[src/rtl/pwr_seq_pkg.sv]
package pwr_seq_pkg;
  typedef enum logic [2:0] {
    ST_IDLE,
    ST_UP,
    ST_READY,
    ST_DOWN,
    ST_FAULT
  } seq_state_e;
endpackage

[src/rtl/pwr_seq_timer.sv]
module pwr_seq_timer #(
  parameter int unsigned GAP_CYC     = 4,
  parameter int unsigned SETTLE_CYC  = 10,
  parameter int unsigned TIMEOUT_CYC = 20
) (
  input  logic clk_i,
  input  logic rst_ni,
  input  logic clr_i,
  output logic gap_done_o,
  output logic settle_done_o,
  output logic timeout_o
);
  localparam int unsigned MAX_GS  = (GAP_CYC > SETTLE_CYC) ? GAP_CYC : SETTLE_CYC;
  localparam int unsigned CNT_MAX = (MAX_GS > TIMEOUT_CYC) ? MAX_GS : TIMEOUT_CYC;
  localparam int unsigned CNT_W   = $clog2(CNT_MAX + 1);
  localparam logic [CNT_W-1:0] CNT_TOP    = CNT_W'(CNT_MAX - 1);
  localparam logic [CNT_W-1:0] GAP_LIM    = CNT_W'(GAP_CYC - 1);
  localparam logic [CNT_W-1:0] SETTLE_LIM = CNT_W'(SETTLE_CYC - 1);
  localparam logic [CNT_W-1:0] TMO_LIM    = CNT_W'(TIMEOUT_CYC - 1);

  logic [CNT_W-1:0] cnt_q;

  // counts cycles since the last step, saturating at the longest limit
  always_ff @(posedge clk_i or negedge rst_ni) begin
    if (!rst_ni)               cnt_q <= '0;
    else if (clr_i)            cnt_q <= '0;
    else if (cnt_q != CNT_TOP) cnt_q <= cnt_q + CNT_W'(1);
  end

  assign gap_done_o    = (cnt_q >= GAP_LIM);
  assign settle_done_o = (cnt_q >= SETTLE_LIM);
  assign timeout_o     = (cnt_q >= TMO_LIM);

  assert_cnt_mono_R2: assert property (@(posedge clk_i) disable iff (!rst_ni)
    !$past(clr_i) |-> (cnt_q >= $past(cnt_q)));
endmodule

[src/rtl/pwr_seq_decode.sv]
module pwr_seq_decode #(
  parameter int unsigned N_RAILS = 3,
  parameter int unsigned LVL_W   = 3
) (
  input  logic [LVL_W-1:0]   lvl_i,
  output logic [N_RAILS-1:0] rail_en_o,
  output logic               clk_en_o,
  output logic               rst_n_o
);
  // level k means the first k steps are on: rails, then clock, then reset release
  for (genvar g = 0; g < N_RAILS; g++) begin : g_rail
    assign rail_en_o[g] = (lvl_i > LVL_W'(g));
  end
  assign clk_en_o = (lvl_i > LVL_W'(N_RAILS));
  assign rst_n_o  = (lvl_i > LVL_W'(N_RAILS + 1));
endmodule

[src/rtl/pwr_seq.sv]
module pwr_seq #(
  parameter int unsigned N_RAILS        = 3,
  parameter int unsigned CLK_HZ         = 100_000_000,
  parameter int unsigned GAP_CYC        = CLK_HZ / 50_000,
  parameter int unsigned SETTLE_CYC     = CLK_HZ / 100 + CLK_HZ / 1000,
  parameter int unsigned PG_TIMEOUT_CYC = CLK_HZ / 1000
) (
  input  logic               clk_i,
  input  logic               rst_ni,
  input  logic               start_i,
  input  logic               abort_i,
  input  logic [N_RAILS-1:0] pg_i,
  output logic [N_RAILS-1:0] rail_en_o,
  output logic               clk_en_o,
  output logic               sns_rst_no,
  output logic               ready_o,
  output logic               fault_o
);
  import pwr_seq_pkg::*;

  localparam int unsigned LVL_TOP_I = N_RAILS + 2;
  localparam int unsigned LVL_W     = $clog2(LVL_TOP_I + 1);
  localparam logic [LVL_W-1:0] LVL_TOP = LVL_W'(LVL_TOP_I);
  localparam logic [LVL_W-1:0] LVL_CLK = LVL_W'(N_RAILS + 1);
  localparam logic [LVL_W-1:0] LVL_ONE = LVL_W'(1);

  seq_state_e       state_q, state_d;
  logic [LVL_W-1:0] lvl_q, lvl_d;
  logic             restart_q, restart_d;
  logic             gap_done, settle_done, timeout, step, pg_ok, stop_req;

  assign pg_ok    = &(pg_i | ~rail_en_o);
  assign stop_req = start_i | abort_i;

  always_comb begin
    state_d   = state_q;
    lvl_d     = lvl_q;
    restart_d = restart_q;
    case (state_q)
      ST_IDLE: begin
        if (start_i && !abort_i) begin
          state_d = ST_UP;
          lvl_d   = LVL_ONE;
        end
      end
      ST_UP, ST_READY: begin
        if (stop_req) begin
          state_d   = ST_DOWN;
          lvl_d     = lvl_q - LVL_ONE;
          restart_d = !abort_i;
        end else if (state_q == ST_UP) begin
          if (lvl_q == LVL_TOP) begin
            if (settle_done) state_d = ST_READY;
          end else if (lvl_q == LVL_CLK) begin
            if (gap_done) lvl_d = lvl_q + LVL_ONE;
          end else if (pg_ok && gap_done) begin
            lvl_d = lvl_q + LVL_ONE;
          end else if (!pg_ok && timeout) begin
            state_d = ST_FAULT;
            lvl_d   = '0;
          end
        end
      end
      ST_DOWN: begin
        if (abort_i)      restart_d = 1'b0;
        else if (start_i) restart_d = 1'b1;
        if (gap_done) begin
          if (lvl_q == '0) begin
            state_d   = restart_d ? ST_UP : ST_IDLE;
            lvl_d     = restart_d ? LVL_ONE : '0;
            restart_d = 1'b0;
          end else begin
            lvl_d = lvl_q - LVL_ONE;
          end
        end
      end
      ST_FAULT: begin
        if (abort_i) state_d = ST_IDLE;
      end
      default: begin
        state_d = ST_IDLE;
        lvl_d   = '0;
      end
    endcase
  end

  always_ff @(posedge clk_i or negedge rst_ni) begin
    if (!rst_ni) begin
      state_q   <= ST_IDLE;
      lvl_q     <= '0;
      restart_q <= 1'b0;
    end else begin
      state_q   <= state_d;
      lvl_q     <= lvl_d;
      restart_q <= restart_d;
    end
  end

  assign step = (state_d != state_q) || (lvl_d != lvl_q);

  pwr_seq_timer #(
    .GAP_CYC    (GAP_CYC),
    .SETTLE_CYC (SETTLE_CYC),
    .TIMEOUT_CYC(PG_TIMEOUT_CYC)
  ) u_timer (
    .clk_i        (clk_i),
    .rst_ni       (rst_ni),
    .clr_i        (step),
    .gap_done_o   (gap_done),
    .settle_done_o(settle_done),
    .timeout_o    (timeout)
  );

  pwr_seq_decode #(
    .N_RAILS(N_RAILS),
    .LVL_W  (LVL_W)
  ) u_decode (
    .lvl_i    (lvl_q),
    .rail_en_o(rail_en_o),
    .clk_en_o (clk_en_o),
    .rst_n_o  (sns_rst_no)
  );

  assign ready_o = (state_q == ST_READY);
  assign fault_o = (state_q == ST_FAULT);

  for (genvar g = 1; g < N_RAILS; g++) begin : g_chk
    assert_rail_order_R1: assert property (@(posedge clk_i) disable iff (!rst_ni)
      $rose(rail_en_o[g]) |-> $past(rail_en_o[g-1]));
    assert_rail_gap_R2: assert property (@(posedge clk_i) disable iff (!rst_ni)
      $rose(rail_en_o[g]) |-> ($past(gap_done) && $past(pg_i[g-1])));
  end

  assert_clk_pg_R3: assert property (@(posedge clk_i) disable iff (!rst_ni)
    $rose(clk_en_o) |-> ($past(&pg_i) && $past(gap_done)));
  assert_rst_clk_R4: assert property (@(posedge clk_i) disable iff (!rst_ni)
    $rose(sns_rst_no) |-> ($past(clk_en_o) && $past(gap_done)));
  assert_ready_settle_R5: assert property (@(posedge clk_i) disable iff (!rst_ni)
    $rose(ready_o) |-> ($past(settle_done) && sns_rst_no));
  assert_ready_hold_R5: assert property (@(posedge clk_i) disable iff (!rst_ni)
    (ready_o && !start_i && !abort_i) |=> ready_o);
  assert_fault_off_R6: assert property (@(posedge clk_i) disable iff (!rst_ni)
    fault_o |-> (rail_en_o == '0 && !clk_en_o && !sns_rst_no && !ready_o));
  assert_down_order_R7: assert property (@(posedge clk_i) disable iff (!rst_ni)
    $fell(clk_en_o) |-> !sns_rst_no);
  assert_idle_abort_R10: assert property (@(posedge clk_i) disable iff (!rst_ni)
    (state_q == ST_IDLE && abort_i) |=> (state_q == ST_IDLE));
endmodule

[config.mk]
export PLATFORM = sky130hd
export DESIGN_NAME = pwr_seq
export DESIGN_NICKNAME = d
export VERILOG_FILES = /design/src/rtl/pwr_seq_pkg.sv /design/src/rtl/pwr_seq_timer.sv /design/src/rtl/pwr_seq_decode.sv /design/src/rtl/pwr_seq.sv
export SDC_FILE = /design/constraint.sdc
export NUM_CORES = 1
export LEC_CHECK = 0
export BUFFER_PORTS_ARGS = -buffer_cell sky130_fd_sc_hd__clkbuf_2
export CORE_MARGIN = 1
export CORE_UTILIZATION = 30
export CTS_CLUSTER_SIZE = 25
export DETAILED_ROUTE_END_ITERATION = 10
export PLACE_DENSITY = 0.42
export RECOVER_POWER = 25
export SLEW_MARGIN = 20
export SYNTH_ARGS = -nofsm -noshare
export SYNTH_HDL_FRONTEND = slang
export SYNTH_SLANG_ARGS = --single-unit
[constraint.sdc]
create_clock -name clk_i -period 2.9 [get_ports clk_i]
set_clock_uncertainty 0.05 [all_clocks]
set_input_delay 0.29 -clock clk_i [delete_from_list [all_inputs] [get_ports clk_i]]
set_output_delay 0.29 -clock clk_i [all_outputs]
set_load 0.01 [all_outputs]
# Word-level counts from Yosys, hierarchy flattened
# Index checks and enable logic that the tools add are counted.
# totals
reg_bits	28
input_bits	7
out_inout_bits	7
wordCells	74
# op_classes
add_sub_neg	3
n_lt_le_gt_ge	8
eq_ne	10
n_mux	33
n_bitwise	3
reduce_logical	13
# op_table
operator	count
$mux 3	21
$mux 21	2
$pmux 3 s4	2
$add 21x1->21 const B	1
$ge 21x11->1 const B	1
$ge 21x17->1 const B	1
$ge 21x21->1 const B	1
$ne 21x21->1 const B	1
$eq 3x3->1 const B	3
$mux 1	7
$eq 3x2->1 const B	2
$gt 3x1->1 const B	2
$gt 3x2->1 const B	2
$logic_not 3->1	2
$ne 3x3->1	2
$reduce_bool 2->1	2
$add 3x1->3 const B	1
$eq 3x1->1 const B	1
$gt 3x3->1 const B	1
$logic_and 1x1->1	3
$not 3->3	1
$or 3x3->3	1
$reduce_and 3->1	1
$sub 3x1->3 const B	1
7 further kinds	8

# Longest topological paths before layout
# Gate-level depths: netlist of run 1.
# logic_depth
depth_word	16
ltp_mapped	11
ltp_nobuf	9

# Hierarchy
# A second synthesis of run 1 with hierarchy kept.
# unflattened
cells_unflattened	267
hier_area_um2	2278.4
# by_module_without_submodules
module	instances	cells_per_inst	area_per_inst_um2	seq_area_each_um2
pwr_seq_timer	1	145	1320.0	525.5
pwr_seq	1	117	925.9	175.2
pwr_seq_decode	1	5	32.5	0.0

# Least setup slack after synthesis of run 1
# OpenSTA, ideal clock, no wires.
# synth_path
path_kind	register to register
start	register lvl_q[0]
end	register u_timer.cnt_q[0]
setup_ps	86
arrival_ps	2540
required_ps	2764
path_slack_ps	224
stages_incl_launch_ff	11
path_buffers	2
period_less_slack_ps	2676
path_cell_list	dfrtp_1 > clkbuf_1 > inv_1 > ha_1 > o221a_2 > a21boi_1 > nor3_1 > o41ai_1 > a31oi_1 > clkbuf_1 > nor3_1
# synth_via
elab_chain_len	16
elab_cells_between_ends	39
classes_between	add/sub (2); order compare (3); eq/ne (4); mux (21); bitwise (2); reduce/logical (7)
# synth_rtl
item	line	text
start: declaration	pwr_seq.sv:28	logic [LVL_W-1:0] lvl_q, lvl_d;
start signal: assignment	pwr_seq.sv:94	lvl_q <= lvl_d;
$gt 3x1->1 or $gt 3x2->1 (tied branches)	pwr_seq_decode.sv:12	assign rail_en_o[g] = (lvl_i > LVL_W'(g));
$not 3->3	pwr_seq.sv:32	assign pg_ok = &(pg_i | ~rail_en_o);
$or 3x3->3	pwr_seq.sv:32	
$reduce_and 3->1	pwr_seq.sv:32	
$logic_not 1->1	pwr_seq.sv:58	end else if (!pg_ok && timeout) begin
$logic_and 1x1->1	pwr_seq.sv:58	
$mux 3	pwr_seq.sv:58	
$mux 3	pwr_seq.sv:56	end else if (pg_ok && gap_done) begin
$mux 3	pwr_seq.sv:54	end else if (lvl_q == LVL_CLK) begin
$mux 3	pwr_seq.sv:52	if (lvl_q == LVL_TOP) begin
$mux 3	pwr_seq.sv:51	end else if (state_q == ST_UP) begin
$mux 3	pwr_seq.sv:47	if (stop_req) begin
$pmux 3 s4	pwr_seq.sv:39	case (state_q)
$ne 3x3->1	pwr_seq.sv:99	assign step = (state_d != state_q) || (lvl_d != lvl_q);
$logic_or 1x1->1 *	pwr_seq.sv:99	
$mux 21 or $reduce_bool 2->1 (tied branches)	n/a	
end signal: assignment	pwr_seq_timer.sv:27	else if (cnt_q != CNT_TOP) cnt_q <= cnt_q + CNT_W'(1);
end: declaration	pwr_seq_timer.sv:21	logic [CNT_W-1:0] cnt_q;
# Every way passes the cells marked *; elsewhere a longest branch is shown, timed or not.
# A chain may end at the register's enable or synchronous reset.

# Worst setup path after layout of run 1
# layout_path
start	register u_timer.cnt_q[0]
end	register u_timer.cnt_q[14]
# layout_via
elab_chain_len	12
elab_cells_between_ends	31
classes_between	add/sub (1); order compare (3); eq/ne (3); mux (20); reduce/logical (4)
# layout_rtl
item	line	text
$ge 21x17->1	pwr_seq_timer.sv:32	assign timeout_o = (cnt_q >= TMO_LIM);
$logic_and 1x1->1	pwr_seq.sv:58	
$mux 3	pwr_seq.sv:58	
$mux 3	pwr_seq.sv:56	
$mux 3	pwr_seq.sv:54	
$mux 3	pwr_seq.sv:52	
$mux 3	pwr_seq.sv:51	
$mux 3	pwr_seq.sv:47	
$pmux 3 s4	pwr_seq.sv:39	
$ne 3x3->1	pwr_seq.sv:99	
$logic_or 1x1->1	pwr_seq.sv:99	
$mux 21 or $reduce_bool 2->1 (tied branches)	n/a	
# Parallel ways exist; a longest one is shown, timed or not. The select of a mux whose other input is x is not followed.

==> results of run 1 <==
[cell families (layout without fill, tap and decap cells)]
group,after synthesis,count (layout),share of synthesized area
xor+xnor,18,18,0.06900
buf+inv,25,53,0.05038
compound gates,71,72,0.2267
mux,3,3,0.01314
flops,28,28,0.3067
fa+ha+maj,6,6,0.03286
simple gates,128,128,0.3012
[per-stage QoR]
| stage | TNS (ps) | std cells | worst slack (ps) | instance area [sq um] |
|---|---|---|---|---|
| floorplan | 0 | 279 | 223.8 | 2285 |
| global placement | -12.46 | 396 | -12.46 | 2571 |
| detailed placement | -1196 | 396 | -103.7 | 2571 |
| CTS | 0 | 402 | 10.20 | 2689 |
| global route | -478.8 | 407 | -59.83 | 2764 |
| finish | 0 | 407 | 89.58 | 2764 |
[cells in the mapped netlist, drive strengths merged (7+ instances only)]
cell	n
nor2	28
xor2	11
o21ai	13
dfrtp	28
nand2	27
nor3	32
buf	7
nand3	9
inv	10
xnor2	7
clkbuf	7
a21oi	17
[flip-flops by register name (all words and copies together) (netlist names)]
| name | cells |
|---|---|
| u_timer.cnt_q | 21 |
| lvl_q | 3 |
| state_q | 3 |
| restart_q | 1 |
[final timing paths]
kind | from | endpoint | slack [ps] | cells past startpoint
worst min-delay path | abort_i | state_q[2]$_DFF_PN0_ | 220 | 2
worst min register to register | u_timer.cnt_q[19]$_DFFE_PN0P_ | u_timer.cnt_q[19]$_DFFE_PN0P_ | 580 | 2
worst max register to register | u_timer.cnt_q[0]$_DFFE_PN0P_ | u_timer.cnt_q[14]$_DFFE_PN0P_ | 90 | 10
worst max-delay path | u_timer.cnt_q[0]$_DFFE_PN0P_ | u_timer.cnt_q[14]$_DFFE_PN0P_ | 90 | 10
min in group asynchronous | rst_ni | lvl_q[2]$_DFF_PN0_ | 350 | 1
max in group asynchronous | rst_ni | u_timer.cnt_q[17]$_DFFE_PN0P_ | 1510 | 1
[layout make-up]
class	count	area (sq um)
Clock inverter	1	30.03
Multi-Input combinational cell	227	1550
Inverter	11	41.29
Sequential cell	28	700.7
Tap cell	99	123.9
Clock buffer	3	41.29
Timing Repair Buffer	38	276.5
Fill cell	799	4528
[metal layers]
metal	vias up	wire, um	global-route usage	share of wire
met1	1063	3424	0.2629	0.52
li1	1096	-	-	-
met2	32	3024	0.2748	0.46
met4	0	55	0.03896	0.0083
met3	4	138	0.01939	0.021
met5	-	0	0	0
[power breakdown]
group | internal [mW] | switching [mW]
sequential | 0.458 | 0.0938
clock | 0.186 | 0.147
combinational | 0.294 | 0.378
[worst max-delay path, stage by stage (launching register included)]
cell and delay (ps):
dfrtp_1 440, ha_1 250, and3_1 240, a2111oi_4 420, o2111a_2 300, nor2_1 110, a211oi_4 250, buf_4 170
o311ai_4 120, buf_4 190, nor3_1 180
[timing repair]
action | in CTS | in global routing
endpoints found under the setup margin | 21 | 21
gates resized for setup | 3 | 4
gates cloned | 1 | 0
setup buffers | 1 | 5
pin swaps | 3 | 2
==> results.tsv, run 1 <==
metric	value	unit
nets	322	
leakage	1.177	nW
synth_top_area_frac	0.3067	
grt_overflow	0	
die_h	89.27	um
avgSynthCellArea	8.189	sq um
num_rows	31	
cp-start-kind	register	
grt_pass1_wl	10690	um
power_density	562.9	nW/um^2
yosysSeqAreaShare	0.3067	
drc	0	
num_vias	2195	
dieArea	7968	sq um
worst-setup-path-type	reg2reg	
dieWidth	89.27	um
hold_buffers	0	
drt-pass1-iter-count	4	
cts.sinks	28	
synth-main-ff-cell	dfrtp_1	
arrival	2980	ps
first_iter_violations	127	
grt_max_degree	29	
netlist_area	2285	sq um
hold_ws	224.0	ps
cts_tree	done	
htree_levels	1	
timing.hold.worst.class	in2reg	
synth_top_cell_by_area	dfrtp_1	
finalCriticalPeriod	2810	ps
ir_worst_vdd	0.2009	mV
synth_area_leaders	dfrtp_1 (31%), nor3_1 (4.8%), nor2_1 (4.6%)	
ys_warn_count	0	
io_pins	14	
insertedDiodeCount	0	
core-area	7292	sq um
track_usage	0.1768	
start_util	0.3133	
avgRoutedWirePerCell	16.32	um
drv_cap	1	
ant_nets	0	
synthToLayoutAreaGrowth	20.97	%
synthCells	279	
post_route_cells_drive_above_1_share	0.2175	
place_congestion	0.8068	
worstMarginPinSlew	1644	ps
outcome	finished, violations left	
cts_buffers	3	
cp_max_fo	5	
async_flop_share	1.000	
setup_viol	0	
cts_root_buffer	clkbuf_8	
relSlewSlack	-0.09625	
hold_violations	0	
endpoint_kind	register	
required	3070	ps
postLayoutCoreUtil	0.3790	
fmax	0.3558	GHz
netlist-cell-type-count	62	
slew_viol_final	29	
port_buffers	13	
synth_edf_count	0	
first_global_vias	1993	
grt_antenna_before_repair	0	
wl	6642	um
clk_latency	290	ps
via_per_inst	5.393	
synth-seq-cells	28	
path_clk_slew	110	ps
cts_max_path_buffers	2	
dpl.hpwl	4647	um
power	1.556	mW
finalCritPeriodShare	0.9691	
synth.net_count	292	
layout_common_cells	nor2_1 (28), dfrtp_1 (28), nand2_1 (27)	
violations	max-capacitance violations, max-slew violations	
No activity file was read; power rests on OpenSTA's default activity.
==> inputs of run 2 (changes only) <==
Settings changed: REMOVE_ABC_BUFFERS set to 1.
==> results.tsv, run 2 (synthesis gave the netlist of run 1 again) <==
metric	value	unit
insertedDiodeCount	0	
timing.hold.worst.class	in2reg	
slowest_delay	430	ps
worstMarginPinSlew	1623	ps
avgRoutedWirePerCell	15.64	um
grt_max_degree	29	
io_pins	14	
wl	6273	um
rsz0062_at_grt	false	
cp-start-kind	register	
finalCriticalPeriod	2736	ps
combinationalPowerShare	0.450	
num_vias	2145	
cp_max_fo	21	
power.share.switching	0.3897	
ant_nets	0	
slew_viol_final	29	
drc	0	
setup_viol	0	
required	3060	ps
cp_common_cell	nor3_1	
p_int	0.9524	mW
grt_pass1_wl	10410	um
critPathTopFamily	compound AO/OA/AOI/OAI gates	
first_global_vias	2051	
leakage	1.132	nW
die_h	89.27	um
drv_cap	1	
cts_max_path_buffers	2	
p_clk_frac	0.208	
dieWidth	89.27	um
relSlewSlack	-0.08177	
place_ws	-37.57	ps
seq_power_share	0.342	
cts_tree	done	
endpoint_kind	register	
dieArea	7968	sq um
switching_power	0.6081	mW
track_usage	0.1696	
fin_ws	164.3	ps
start_util	0.3133	
post_route_cells_drive_above_1_share	0.1954	
grt_overflow	0	
ir_worst_vdd	0.2526	mV
outcome	finished, violations left	
largest_reg_flops	21	
htree_levels	1	
worst-setup-path-type	reg2reg	
port_buffers	13	
fmax	0.3655	GHz
cts_root_buffer	clkbuf_8	
cts_buffers	3	
grt_antenna_before_repair	0	
crit_chain	ha_1 > and3_1 > a2111oi_4 > o2111a_2 > nor3_1 > o41ai_1 > a31oi_2 > buf_4 > nor3_1	
largestRegisters	u_timer.cnt_q: 21 flops, lvl_q: 3 flops, state_q: 3 flops	
postLayoutCoreUtil	0.3646	
violations	max-capacitance violations, max-slew violations	
cpMaxStageDelayCell	dfrtp_1	
power_density	586.9	nW/um^2
largest-register	u_timer.cnt_q	
hold_violations	0	
core-area	7292	sq um
path_clk_slew	110	ps
drt-pass1-iter-count	4	
first_iter_violations	181	
finalCritPeriodShare	0.9434	
cts.sinks	28	
nets	316	
dpl.hpwl	4621	um
num_rows	31	
place_congestion	0.7835	
layout_common_cells	nor2_1 (28), dfrtp_1 (28), nand2_1 (27)	
critPathBufInv	1	
arrival	2890	ps
fillers	809	
via_per_inst	5.349	
synthToLayoutAreaGrowth	16.37	%
clk_latency	280	ps
==> run 2: power groups by stage <==
stage               combinational (mW)  clock (mW)  sequential, mW
finish                           0.702       0.324           0.534
global route                     0.787       0.358           0.549
CTS                              0.693       0.339           0.531
detailed placement               0.692           0           0.539
global placement                 0.691           0           0.538
floorplan                        0.401           0           0.558
==> run 2: worst reg2reg max path, cell delays in order (launching register included) <==
cell	delay, ps
dfrtp_1	430
ha_1	240
and3_1	240
a2111oi_4	390
o2111a_2	330
nor3_1	80
o41ai_1	400
a31oi_2	50
buf_4	240
nor3_1	210
==> run 2: worst paths after layout <==
check                                                   start                       endpoint  slack, ps  cells after the start
worst max-delay path             u_timer.cnt_q[1]$_DFFE_PN0P_   u_timer.cnt_q[0]$_DFFE_PN0P_        160                      9
worst min-delay path                                  abort_i           state_q[2]$_DFF_PN0_        230                      2
worst max register to register   u_timer.cnt_q[1]$_DFFE_PN0P_   u_timer.cnt_q[0]$_DFFE_PN0P_        160                      9
worst min register to register  u_timer.cnt_q[17]$_DFFE_PN0P_  u_timer.cnt_q[17]$_DFFE_PN0P_        570                      2
max in group asynchronous                              rst_ni             lvl_q[1]$_DFF_PN0_       1510                      1
min in group asynchronous                              rst_ni   u_timer.cnt_q[0]$_DFFE_PN0P_        350                      1
==> run 2: stage by stage <==
step | power, mW | std cells | hold slack (ps) | instance area, sq um | TNS (ps)
5_1_grt | 1.694 | 401 | 222.8 | 2659 | 0
3_5_place_dp | 1.231 | 396 | 359.6 | 2562 | -93.56
4_1_cts | 1.563 | 401 | 43.42 | 2648 | 0
2_1_floorplan | 0.9592 | 265 | -55.59 | 2211 | -7045
3_3_place_gp | 1.230 | 395 | 352.9 | 2551 | 0
6_report | 1.561 | 401 | 225.1 | 2659 | 0
==> run 2: area by class of cell <==
class	count	area, sq um	share of cell area
inverters	11	41.29	0.01553
repair buffers	33	217.7	0.08188
well taps	99	123.9	0.04659
clock inverters	1	30.03	0.01129
clock buffers	3	41.29	0.01553
flip-flops and latches	28	700.7	0.2635
multi-input cells	226	1504	0.5656
==> run 2: routing by layer <==
| layer | vias up | GRT usage | share of wire |
|---|---|---|---|
| li1 | 1081 | - | - |
| met1 | 1027 | 0.2344 | 0.49 |
| met2 | 35 | 0.2838 | 0.47 |
| met3 | 2 | 0.02124 | 0.029 |
| met4 | 0 | 0.03608 | 0.0053 |
| met5 | - | 0 | 0 |
==> run 2: what timing repair did <==
item,4_1_cts,5_1_grt
pin swaps,1,2
setup buffers,1,0
setup endpoints to repair,12,8
gates resized for setup,2,1
hold buffers,0,0
